**src/rtl/hps_pkg.sv**
```systemverilog
package hps_pkg;

    typedef enum logic [1:0] {
        PIPE_EMPTY = 2'b00,
        PIPE_HELD  = 2'b01,
        PIPE_READY = 2'b10,
        PIPE_FULL  = 2'b11
    } pipe_state_t;

    localparam int IRQ_RXF   = 0;
    localparam int IRQ_TXE   = 1;
    localparam int IRQ_CMD   = 2;
    localparam int IRQ_MRD   = 3;
    localparam int IRQ_MWR   = 4;
    localparam int NUM_IRQ   = 5;

    localparam int ST_RXF    = 0;
    localparam int ST_TXE    = 1;
    localparam int ST_CMD    = 2;
    localparam int ST_FLAG_LO = 3;
    localparam int NUM_HFLAG = 2;

endpackage

```
**src/rtl/hps_pipe.sv**
```systemverilog
module hps_pipe
    import hps_pkg::*;
#(
    parameter int DATA_W = 32
) (
    input  logic              clk,
    input  logic              rst_n,
    input  logic              flush,
    input  logic              src_wr,
    input  logic [DATA_W-1:0] src_data,
    input  logic              dst_rd,
    input  logic              stall,
    output logic              src_full,
    output logic              dst_full,
    output logic [DATA_W-1:0] dst_data
);

    pipe_state_t       st_q;
    pipe_state_t       st_d;
    logic [DATA_W-1:0] src_q;
    logic [DATA_W-1:0] dst_q;
    logic              move;

    assign move = (st_q == PIPE_HELD) && !stall && !flush;

    // state register
    always_ff @(posedge clk or negedge rst_n) begin
        if (!rst_n) st_q <= PIPE_EMPTY;
        else        st_q <= st_d;
    end

    // next state
    always_comb begin
        st_d = st_q;
        unique case (st_q)
            PIPE_EMPTY: st_d = src_wr ? PIPE_HELD : PIPE_EMPTY;
            PIPE_HELD: begin
                if (stall)       st_d = PIPE_HELD;
                else if (src_wr) st_d = PIPE_FULL;
                else             st_d = PIPE_READY;
            end
            PIPE_READY: begin
                unique case ({src_wr, dst_rd})
                    2'b00: st_d = PIPE_READY;
                    2'b01: st_d = PIPE_EMPTY;
                    2'b10: st_d = PIPE_FULL;
                    2'b11: st_d = PIPE_HELD;
                    default: st_d = PIPE_READY;
                endcase
            end
            PIPE_FULL: st_d = dst_rd ? PIPE_HELD : PIPE_FULL;
            default: st_d = PIPE_EMPTY;
        endcase
        if (flush) st_d = PIPE_EMPTY;
    end

    // outputs
    always_comb begin
        src_full = 1'b0;
        dst_full = 1'b0;
        unique case (st_q)
            PIPE_EMPTY: begin src_full = 1'b0; dst_full = 1'b0; end
            PIPE_HELD:  begin src_full = 1'b1; dst_full = 1'b0; end
            PIPE_READY: begin src_full = 1'b0; dst_full = 1'b1; end
            PIPE_FULL:  begin src_full = 1'b1; dst_full = 1'b1; end
            default:    begin src_full = 1'b0; dst_full = 1'b0; end
        endcase
    end

    // data registers
    always_ff @(posedge clk or negedge rst_n) begin
        if (!rst_n) begin
            src_q <= '0;
            dst_q <= '0;
        end else begin
            if (src_wr) src_q <= src_data;
            if (move)   dst_q <= src_q;
        end
    end

    assign dst_data = dst_q;

endmodule

```
**src/rtl/hps_cmd_flags.sv**
```systemverilog
module hps_cmd_flags
    import hps_pkg::*;
(
    input  logic                 clk,
    input  logic                 rst_n,
    input  logic                 soft_rst,
    input  logic                 cmd_set,
    input  logic                 cmd_served,
    input  logic                 flag_wr,
    input  logic [NUM_HFLAG-1:0] flag_val,
    output logic                 cmd_pend,
    output logic [NUM_HFLAG-1:0] flags
);

    logic                 cmd_q;
    logic [NUM_HFLAG-1:0] flag_q;

    // a newly issued command survives a same-cycle vector fetch
    always_ff @(posedge clk or negedge rst_n) begin
        if (!rst_n)          cmd_q <= 1'b0;
        else if (soft_rst)   cmd_q <= 1'b0;
        else if (cmd_set)    cmd_q <= 1'b1;
        else if (cmd_served) cmd_q <= 1'b0;
    end

    always_ff @(posedge clk or negedge rst_n) begin
        if (!rst_n)        flag_q <= '0;
        else if (soft_rst) flag_q <= '0;
        else if (flag_wr)  flag_q <= flag_val;
    end

    assign cmd_pend = cmd_q;
    assign flags    = flag_q;

endmodule

```
**src/rtl/hps_irq_gate.sv**
```systemverilog
module hps_irq_gate #(
    parameter int N = 5
) (
    input  logic         clk,
    input  logic         rst_n,
    input  logic         soft_rst,
    input  logic [N-1:0] pend,
    input  logic         en_wr,
    input  logic [N-1:0] en_val,
    output logic [N-1:0] en_q,
    output logic [N-1:0] irq
);

    always_ff @(posedge clk or negedge rst_n) begin
        if (!rst_n)        en_q <= '0;
        else if (soft_rst) en_q <= '0;
        else if (en_wr)    en_q <= en_val;
    end

    for (genvar i = 0; i < N; i++) begin : g_line
        logic req_q;
        always_ff @(posedge clk or negedge rst_n) begin
            if (!rst_n)        req_q <= 1'b0;
            else if (soft_rst) req_q <= 1'b0;
            else               req_q <= pend[i] & en_q[i];
        end
        assign irq[i] = req_q;
    end

endmodule

```
**src/rtl/hostport_status.sv**
```systemverilog
module hostport_status
    import hps_pkg::*;
#(
    parameter int DATA_W = 32,
    parameter int STAT_W = 32
) (
    input  logic                 clk,
    input  logic                 rst_n,
    input  logic                 soft_rst,
    input  logic                 host_rst,
    input  logic                 host_tx_wr,
    input  logic [DATA_W-1:0]    host_tx_data,
    output logic                 host_tx_full,
    input  logic                 host_rx_rd,
    output logic [DATA_W-1:0]    host_rx_data,
    output logic                 host_rx_full,
    input  logic                 host_cmd_set,
    input  logic                 host_flag_wr,
    input  logic [NUM_HFLAG-1:0] host_flag_val,
    input  logic                 mem_rd_pend,
    input  logic                 mem_wr_pend,
    input  logic                 init_req,
    input  logic                 init_treq,
    input  logic                 init_rreq,
    input  logic                 core_rx_rd,
    output logic [DATA_W-1:0]    core_rx_data,
    input  logic                 core_tx_wr,
    input  logic [DATA_W-1:0]    core_tx_data,
    input  logic                 core_ctl_wr,
    input  logic [NUM_IRQ-1:0]   core_ctl_en,
    input  logic                 vec2_fetch,
    output logic [STAT_W-1:0]    status_o,
    output logic [NUM_IRQ-1:0]   irq_o
);

    localparam int FLAG_HI = ST_FLAG_LO + NUM_HFLAG - 1;

    logic                 flush_h2c;
    logic                 flush_c2h;
    logic                 core_rx_full;
    logic                 core_tx_full;
    logic                 cmd_pend;
    logic [NUM_HFLAG-1:0] hflags;
    logic [NUM_IRQ-1:0]   pend;
    logic [NUM_IRQ-1:0]   ctl_en;

    assign flush_h2c = soft_rst | host_rst | (init_req & init_treq);
    assign flush_c2h = soft_rst | host_rst | (init_req & init_rreq);

    hps_pipe #(.DATA_W(DATA_W)) u_h2c (
        .clk      (clk),
        .rst_n    (rst_n),
        .flush    (flush_h2c),
        .src_wr   (host_tx_wr),
        .src_data (host_tx_data),
        .dst_rd   (core_rx_rd),
        .stall    (core_rx_rd),
        .src_full (host_tx_full),
        .dst_full (core_rx_full),
        .dst_data (core_rx_data)
    );

    hps_pipe #(.DATA_W(DATA_W)) u_c2h (
        .clk      (clk),
        .rst_n    (rst_n),
        .flush    (flush_c2h),
        .src_wr   (core_tx_wr),
        .src_data (core_tx_data),
        .dst_rd   (host_rx_rd),
        .stall    (core_tx_wr),
        .src_full (core_tx_full),
        .dst_full (host_rx_full),
        .dst_data (host_rx_data)
    );

    hps_cmd_flags u_cmd (
        .clk        (clk),
        .rst_n      (rst_n),
        .soft_rst   (soft_rst),
        .cmd_set    (host_cmd_set),
        .cmd_served (vec2_fetch),
        .flag_wr    (host_flag_wr),
        .flag_val   (host_flag_val),
        .cmd_pend   (cmd_pend),
        .flags      (hflags)
    );

    always_comb begin
        pend          = '0;
        pend[IRQ_RXF] = core_rx_full;
        pend[IRQ_TXE] = !core_tx_full;
        pend[IRQ_CMD] = cmd_pend;
        pend[IRQ_MRD] = mem_rd_pend;
        pend[IRQ_MWR] = mem_wr_pend;
    end

    hps_irq_gate #(.N(NUM_IRQ)) u_irq (
        .clk      (clk),
        .rst_n    (rst_n),
        .soft_rst (soft_rst),
        .pend     (pend),
        .en_wr    (core_ctl_wr),
        .en_val   (core_ctl_en),
        .en_q     (ctl_en),
        .irq      (irq_o)
    );

    always_comb begin
        status_o                    = '0;
        status_o[ST_RXF]            = core_rx_full;
        status_o[ST_TXE]            = !core_tx_full;
        status_o[ST_CMD]            = cmd_pend;
        status_o[FLAG_HI:ST_FLAG_LO] = hflags;
    end

endmodule

```
**config.mk**
```make
export PLATFORM = sky130hd
export DESIGN_NAME = hostport_status
export DESIGN_NICKNAME = d
export VERILOG_FILES = /design/src/rtl/hps_pkg.sv /design/src/rtl/hps_pipe.sv /design/src/rtl/hps_cmd_flags.sv /design/src/rtl/hps_irq_gate.sv /design/src/rtl/hostport_status.sv
export SDC_FILE = /design/constraint.sdc
export NUM_CORES = 1
export LEC_CHECK = 0
export ABC_CLOCK_PERIOD_IN_PS = 2100
export BUFFER_PORTS_ARGS = -buffer_cell sky130_fd_sc_hd__buf_2
export CELL_PAD_IN_SITES_DETAIL_PLACEMENT = 0
export CELL_PAD_IN_SITES_GLOBAL_PLACEMENT = 1
export CORE_MARGIN = 5
export CORE_UTILIZATION = 40
export DETAILED_ROUTE_END_ITERATION = 16
export GPL_TIMING_DRIVEN = 0
export PLACE_DENSITY = 0.88
export SYNTH_ARGS = -nofsm -noshare
export SYNTH_HDL_FRONTEND = slang
export SYNTH_SLANG_ARGS = --single-unit
```
**constraint.sdc**
```tcl
create_clock -name clk -period 2.1 [get_ports clk]
set_clock_uncertainty 0.05 [all_clocks]
set_input_delay 0.21 -clock clk [delete_from_list [all_inputs] [get_ports clk]]
set_output_delay 0.21 -clock clk [all_outputs]
set_load 0.03 [all_outputs]
```
==> impl_metrics.toml, run 1 <==
[yosys]
synthMuxAreaShare_pct = 27.8
synth.distinct_cells = 26
synth_top_family_by_area = "multiplexers"
yosys.area_share.simple_pct = 1.91
yosysTopAreaCell = "dfrtp_1"
synth.area.top_cells = "dfrtp_1 (62%), mux2_2 (18%), mux2_4 (7.7%)"
synth-seq-cells = 145
synth_cells = 369
synth-compound-area-share_pct = 0.750
synthArstFlopShare_pct = 100
synth_adder_area_share_pct = 0
synth.avg_cell_area_um2 = 15.8
synth_ff_type = "dfrtp_1"
ys_top_cells_by_count = "dfrtp_1 (145), mux2_2 (93), buf_4 (34)"
synth_xor_xnor_area_share_pct = 0
yosys_warnings = 0
yosysSeqAreaShare_pct = 62.2
syn-cell-area_um2 = 5840
synth-edff-count = 0
synthMostInstantiatedCell = "dfrtp_1"
synth_top_area_share_pct = 62.2

[final_layout]
nets = 738
fillers = 1138
insertedDiodeCount = 0
register_area_um2 = 3630
multi_input_area_um2 = 1880
layout-drive-gt1-share_pct = 53.8
area_growth_pct = 42.3

[job]
cap_violations = 0

[timing]
slew_violations = 0
rsz0062_at_grt = "false"
fin_hold_ws_ns = 0.0183
relSlewSlack_pct = 50.5
finalSetupViolCount = 0
period_needed_ns = 1.80
hold_viol = 0
max_freq_mhz = 556
tightest_slew_ns = 0.743
min_period_over_period_pct = 85.6
fin_setup_tns_ns = 0

[worst_setup_path]
crit_path_top_delay_cell = "or4_1"
r2r_start = "u_c2h.st_q[0]"
r2r_cells = 5
path_class = "reg -> reg"
critPathBufInv = 3
cp.required_ns = 2.33
critPathLaunchType = "flop"
worstPathCellList = "inv_1 -> or4_1 -> buf_2 -> buf_6 -> mux2_1"
worst-path-stages = 5
reg2reg_to = "u_c2h.dst_data[6]"
critPathTopFamily = "simple AND/OR/NAND/NOR gates"
cp_max_fo = 10
cp_data_arrival_time_ns = 2.03
endpoint_kind = "flop"
slowest_delay_ns = 0.50
reg2reg_slack_ns = 0.30

[global_route]
antenna_found_initial = 0
grt_max_degree = 82
groute.usage.overall_pct = 16.3
grt_pass1_vias = 4296
globalRouteOverflowTotal = 0
grt_first_pass_wirelength_um = 21500

[floorplan]
num_io_pins = 191
core_um2 = 14400
die_w_um = 131
dieArea_um2 = 17100
initial_core_util_pct = 40.5
die_h_um = 131
num_rows = 44

[cts]
cts_buffer_depth = 2
worst_skew_pair.late_latency_ns = 0.41
clkSinkCount = 145
ctsResizeCount = 0
hold_buffers = 75
clk_pin_slew_ns = 0.06
cts_tree = "built"
cts_root_buffer = "clkbuf_16"
postCtsSetupRepairBufs = 0
cts_buffers = 17
cts.htree.levels = 4

[min_path]
hold_depth = 3
holdPathEnd = "u_irq.en_q[3]"
hp-class = "in -> reg"
hold_start = "core_ctl_en[3]"

[routing]
drc = 0
postRouteWirelength_um = 13400
vias = 3819
vias_per_cell = 4.54
ant_nets = 0
drtIter0Drc = 112
first_pass_iters = 4
post_drt_wl_per_cell_um = 15.9

[placement]
place_hpwl_um = 9030
gp_congestion = 0.773
portBuffers = 160

[pwr]
p_per_area_nw_per_um2 = 929
vdd_drop_max_mv = 0.605
p_leak_nw = 4.32

[outcome]
run_status = "finished, final reports clean"
-- stage by stage --
step	total power [mW]	worst slack, ns	area [µm²]	util, %	std cells
final	7.72	0.302	8300	57.6	842
after global routing	8.04	0.207	8300	57.6	842
after CTS	7.80	0.297	8300	57.6	842
after detailed placement	4.78	0.130	7000	48.5	740
after global placement	4.71	-1.09	6970	48.3	739
after floorplan	4.28	0.310	5930	-	395
-- cell families (layout without fill, tap and decap cells) --
logic type | count (synthesis) | in the layout
muxes | 135 | 135
AOI/OAI and AO/OA | 7 | 7
other | 1 | 27
buffers and inverters | 58 | 321
DFF | 145 | 145
and+or+nand+nor | 23 | 23
-- worst register-to-register path: stages, from the launching register on --
cell and delay (ns):
dfrtp_1 0.39, inv_1 0.08, or4_1 0.50, buf_2 0.18, buf_6 0.16, mux2_1 0.32
-- report_power, final --
group          internal, mW  total (mW)  switching, mW
combinational         0.665        1.51          0.845
clock                  1.80        2.88           1.08
sequential             3.14        3.32          0.185
total                  5.60        7.72           2.11
-- worst max-delay path by stage --
| stage | startpoint | end |
|---|---|---|
| 2_1_floorplan | u_c2h.st_q[0] | u_c2h.dst_data[10] |
| 5_1_grt | u_c2h.st_q[0] | u_c2h.dst_data[3] |
| 6_report | u_c2h.st_q[0] | u_c2h.dst_data[6] |
| 3_3_place_gp | rst_n | u_c2h.src_q[16] |
| 4_1_cts | u_c2h.st_q[0] | u_c2h.dst_data[6] |
| 3_5_place_dp | soft_rst | u_h2c.dst_data[6] |
-- registers in the layout, summed over array words and instances (netlist names) --
name	flops
u_cmd.flags	2
u_h2c.dst_data	32
u_c2h.st_q	2
u_cmd.cmd_pend	1
u_c2h.dst_data	32
u_c2h.src_q	32
u_irq.g_line.req_q	5
u_h2c.src_q	32
u_irq.en_q	5
u_h2c.st_q	2
-- layer usage --
metal	share of wire [%]	GRT usage (%)	vias to the layer above	wire, µm
met5	0	0	-	0
met4	2.7	7.56	0	357
met3	7.3	5.00	28	982
met2	51	27.4	141	6780
met1	39	19.1	1882	5270
li1	-	-	1768	-
-- cell usage in the layout (no fill, tap or decap), drive strengths merged, types with 2 or more instances in the layout --
| cell | n |
|---|---|
| nor2 | 13 |
| clkbuf | 32 |
| clkinv | 4 |
| nand2 | 3 |
| mux2i | 7 |
| a21oi | 4 |
| a211o | 2 |
| inv | 3 |
| dlygate4sd3 | 75 |
| mux2 | 128 |
| conb | 27 |
| dfrtp | 145 |
| bufinv | 2 |
| buf | 204 |
-- final cells by class --
cell class | instances | area share, %
sequential | 145 | 43.7
multi-input combinational | 192 | 22.6
timing repair buffer | 236 | 19.1
clock buffer | 20 | 5.62
buffer | 55 | 4.99
tap | 184 | 2.77
clock inverter | 7 | 1.05
inverter | 3 | 0.136
No activity file was read; power rests on OpenSTA's default activity.
==> inputs of run 2 (changes only) <==
Settings changed: ABC_CLOCK_PERIOD_IN_PS 2100 to 2200.
Clock period 2.1 ns to 2.2 ns, I/O delays scaled along.
==> run 2 against run 1 <==
Total power is 4.8% lower. Wire length decreased by 0.88%. Largest cell class unchanged. Critical path depth unchanged. Setup slack improved by 0.11 ns. Worst hold slack is essentially flat. Utilization decreased by 0.42 points. Final cell count fell by 0.71%. Via count decreased by 0.37%. Count of clock-buffer cells in the layout unchanged.
==> impl_metrics.toml, run 2 (same netlist as run 1, synthesis figures left out) <==
[timing]
tightest_slew_ns = 0.745
min_period_over_period_pct = 81.2
finalSetupViolCount = 0
max_freq_mhz = 560
hold_viol = 0
relSlewSlack_pct = 50.3
period_needed_ns = 1.79
rsz0062_at_grt = "false"
slew_violations = 0

[floorplan]
dieArea_um2 = 17100
num_io_pins = 191
initial_core_util_pct = 40.5
num_rows = 44
die_h_um = 131
die_w_um = 131
core_um2 = 14400

[routing]
post_drt_wl_per_cell_um = 15.9
wl_met3_um = 1000
first_pass_iters = 4
drc = 0
ant_nets = 0
vias_per_cell = 4.55
vias = 3805
highest_layer = "met5"
postRouteWirelength_um = 13300
drtIter0Drc = 126
drt-met1-wl_um = 5170
dr_wl_met2_um = 6730

[job]
cap_violations = 0

[worst_setup_path]
critPathTopFamily = "simple AND/OR/NAND/NOR gates"
cp_max_fo = 10
cp_data_arrival_time_ns = 2.02
crit_path_top_delay_cell = "or4_1"
cp.required_ns = 2.43
r2r_cells = 5
worstPathCellList = "inv_1 -> or4_1 -> buf_2 -> buf_6 -> mux2_1"
critPathBufInv = 3
slowest_delay_ns = 0.50
critPathLaunchType = "flop"
reg2reg_to = "u_c2h.dst_data[6]"
reg2reg_slack_ns = 0.41
r2r_start = "u_c2h.st_q[0]"
endpoint_kind = "flop"
path_class = "reg -> reg"

[cts]
cts.htree.levels = 4
clkSinkCount = 145
clk_pin_slew_ns = 0.06
cts_buffer_depth = 2
worst_skew_pair.late_latency_ns = 0.41
ctsResizeCount = 0
postCtsSetupRepairBufs = 0
cts_tree = "built"
cts_buffers = 17
cts_root_buffer = "clkbuf_16"

[final_layout]
insertedDiodeCount = 0
layout_commonest_cell = "buf_2"
layout-drive-gt1-share_pct = 54.3
post-route-util_pct = 57.2
area_growth_pct = 41.2
fillers = 1141
nets = 732
final_cell_mix = "buf_2 (160), dfrtp_1 (145), mux2_2 (93), dlygate4sd3_1 (69), buf_4 (34)"

[global_route]
antenna_found_initial = 1
groute.usage.overall_pct = 16.2
globalRouteOverflowTotal = 0
grt_max_degree = 82
grt_pass1_vias = 4245
grt_first_pass_wirelength_um = 21300

[pwr]
p_leak_nw = 4.30
p_total_mw = 7.35
p_per_area_nw_per_um2 = 891
vdd_drop_max_mv = 0.577

[placement]
portBuffers = 160
gp_congestion = 0.773
place_hpwl_um = 9030

[min_path]
hp-class = "in -> reg"
holdPathEnd = "u_irq.en_q[2]"
hold_depth = 3
hold_start = "core_ctl_en[2]"

[outcome]
run_status = "finished, final reports clean"
==> run 2: cell types whose count changed in the layout (fill, tap and decap cells not counted), sizes merged <==
cell / before / now
dlygate4sd3: 75 / 69
==> run 2: timing repair <==
item / in CTS / in global routing
endpoints found under the hold margin: 148 / 0
hold buffers: 69 / 0
endpoints found under the setup margin: 0 / 0
==> run 2: how the worst max path moves through the flow <==
stage	from	endpoint	slack, ns	cells past startpoint
after global routing	u_c2h.st_q[0]	u_c2h.dst_data[3]	0.31	5
final	u_c2h.st_q[0]	u_c2h.dst_data[6]	0.41	5
after detailed placement	soft_rst	u_h2c.dst_data[6]	0.22	6
after global placement	rst_n	u_c2h.src_q[16]	-1.0	1
after CTS	u_c2h.st_q[0]	u_c2h.dst_data[6]	0.40	5
after floorplan	u_c2h.st_q[0]	u_c2h.dst_data[10]	0.41	5
==> run 2: cell type report <==
| type | count | area, µm² | share of cell area [%] |
|---|---|---|---|
| flip-flops and latches | 145 | 3630 | 44.0 |
| multi-input cells | 192 | 1880 | 22.8 |
| repair buffers | 230 | 1530 | 18.5 |
| clock buffers | 20 | 467 | 5.66 |
| plain buffers | 55 | 414 | 5.02 |
| well taps | 184 | 230 | 2.79 |
| clock inverters | 7 | 87.6 | 1.06 |
| inverters | 3 | 11.3 | 0.137 |
==> run 2: worst register-to-register path, cell delays in order, from the launching register on <==
cell and delay, ns:
dfrtp_1 0.38, inv_1 0.07, or4_1 0.50, buf_2 0.18, buf_6 0.16, mux2_1 0.32
==> run 2: routing by layer <==
layer  up-vias  GRT usage (%)
li1       1757              -
met1      1880           18.9
met2       136           27.3
met5         -              0
met3        30           5.20
met4         2           7.32
==> run 2: power by group <==
| group | switching [mW] | internal, mW |
|---|---|---|
| Sequential | 0.176 | 3.00 |
| Combinational | 0.804 | 0.628 |
| Clock | 1.03 | 1.72 |
==> run 2: through the flow <==
stage	std cells	TNS, ns	hold WS [ns]	instance area, µm²	setup slack, ns
final	836	0	0.0181	8240	0.413
after detailed placement	740	0	0.255	7000	0.220
after global placement	739	-143.23	0.357	6970	-0.999
after floorplan	395	0	-0.126	5930	0.410
after CTS	836	0	0.00456	8240	0.397
after global routing	836	0	0.00639	8240	0.307
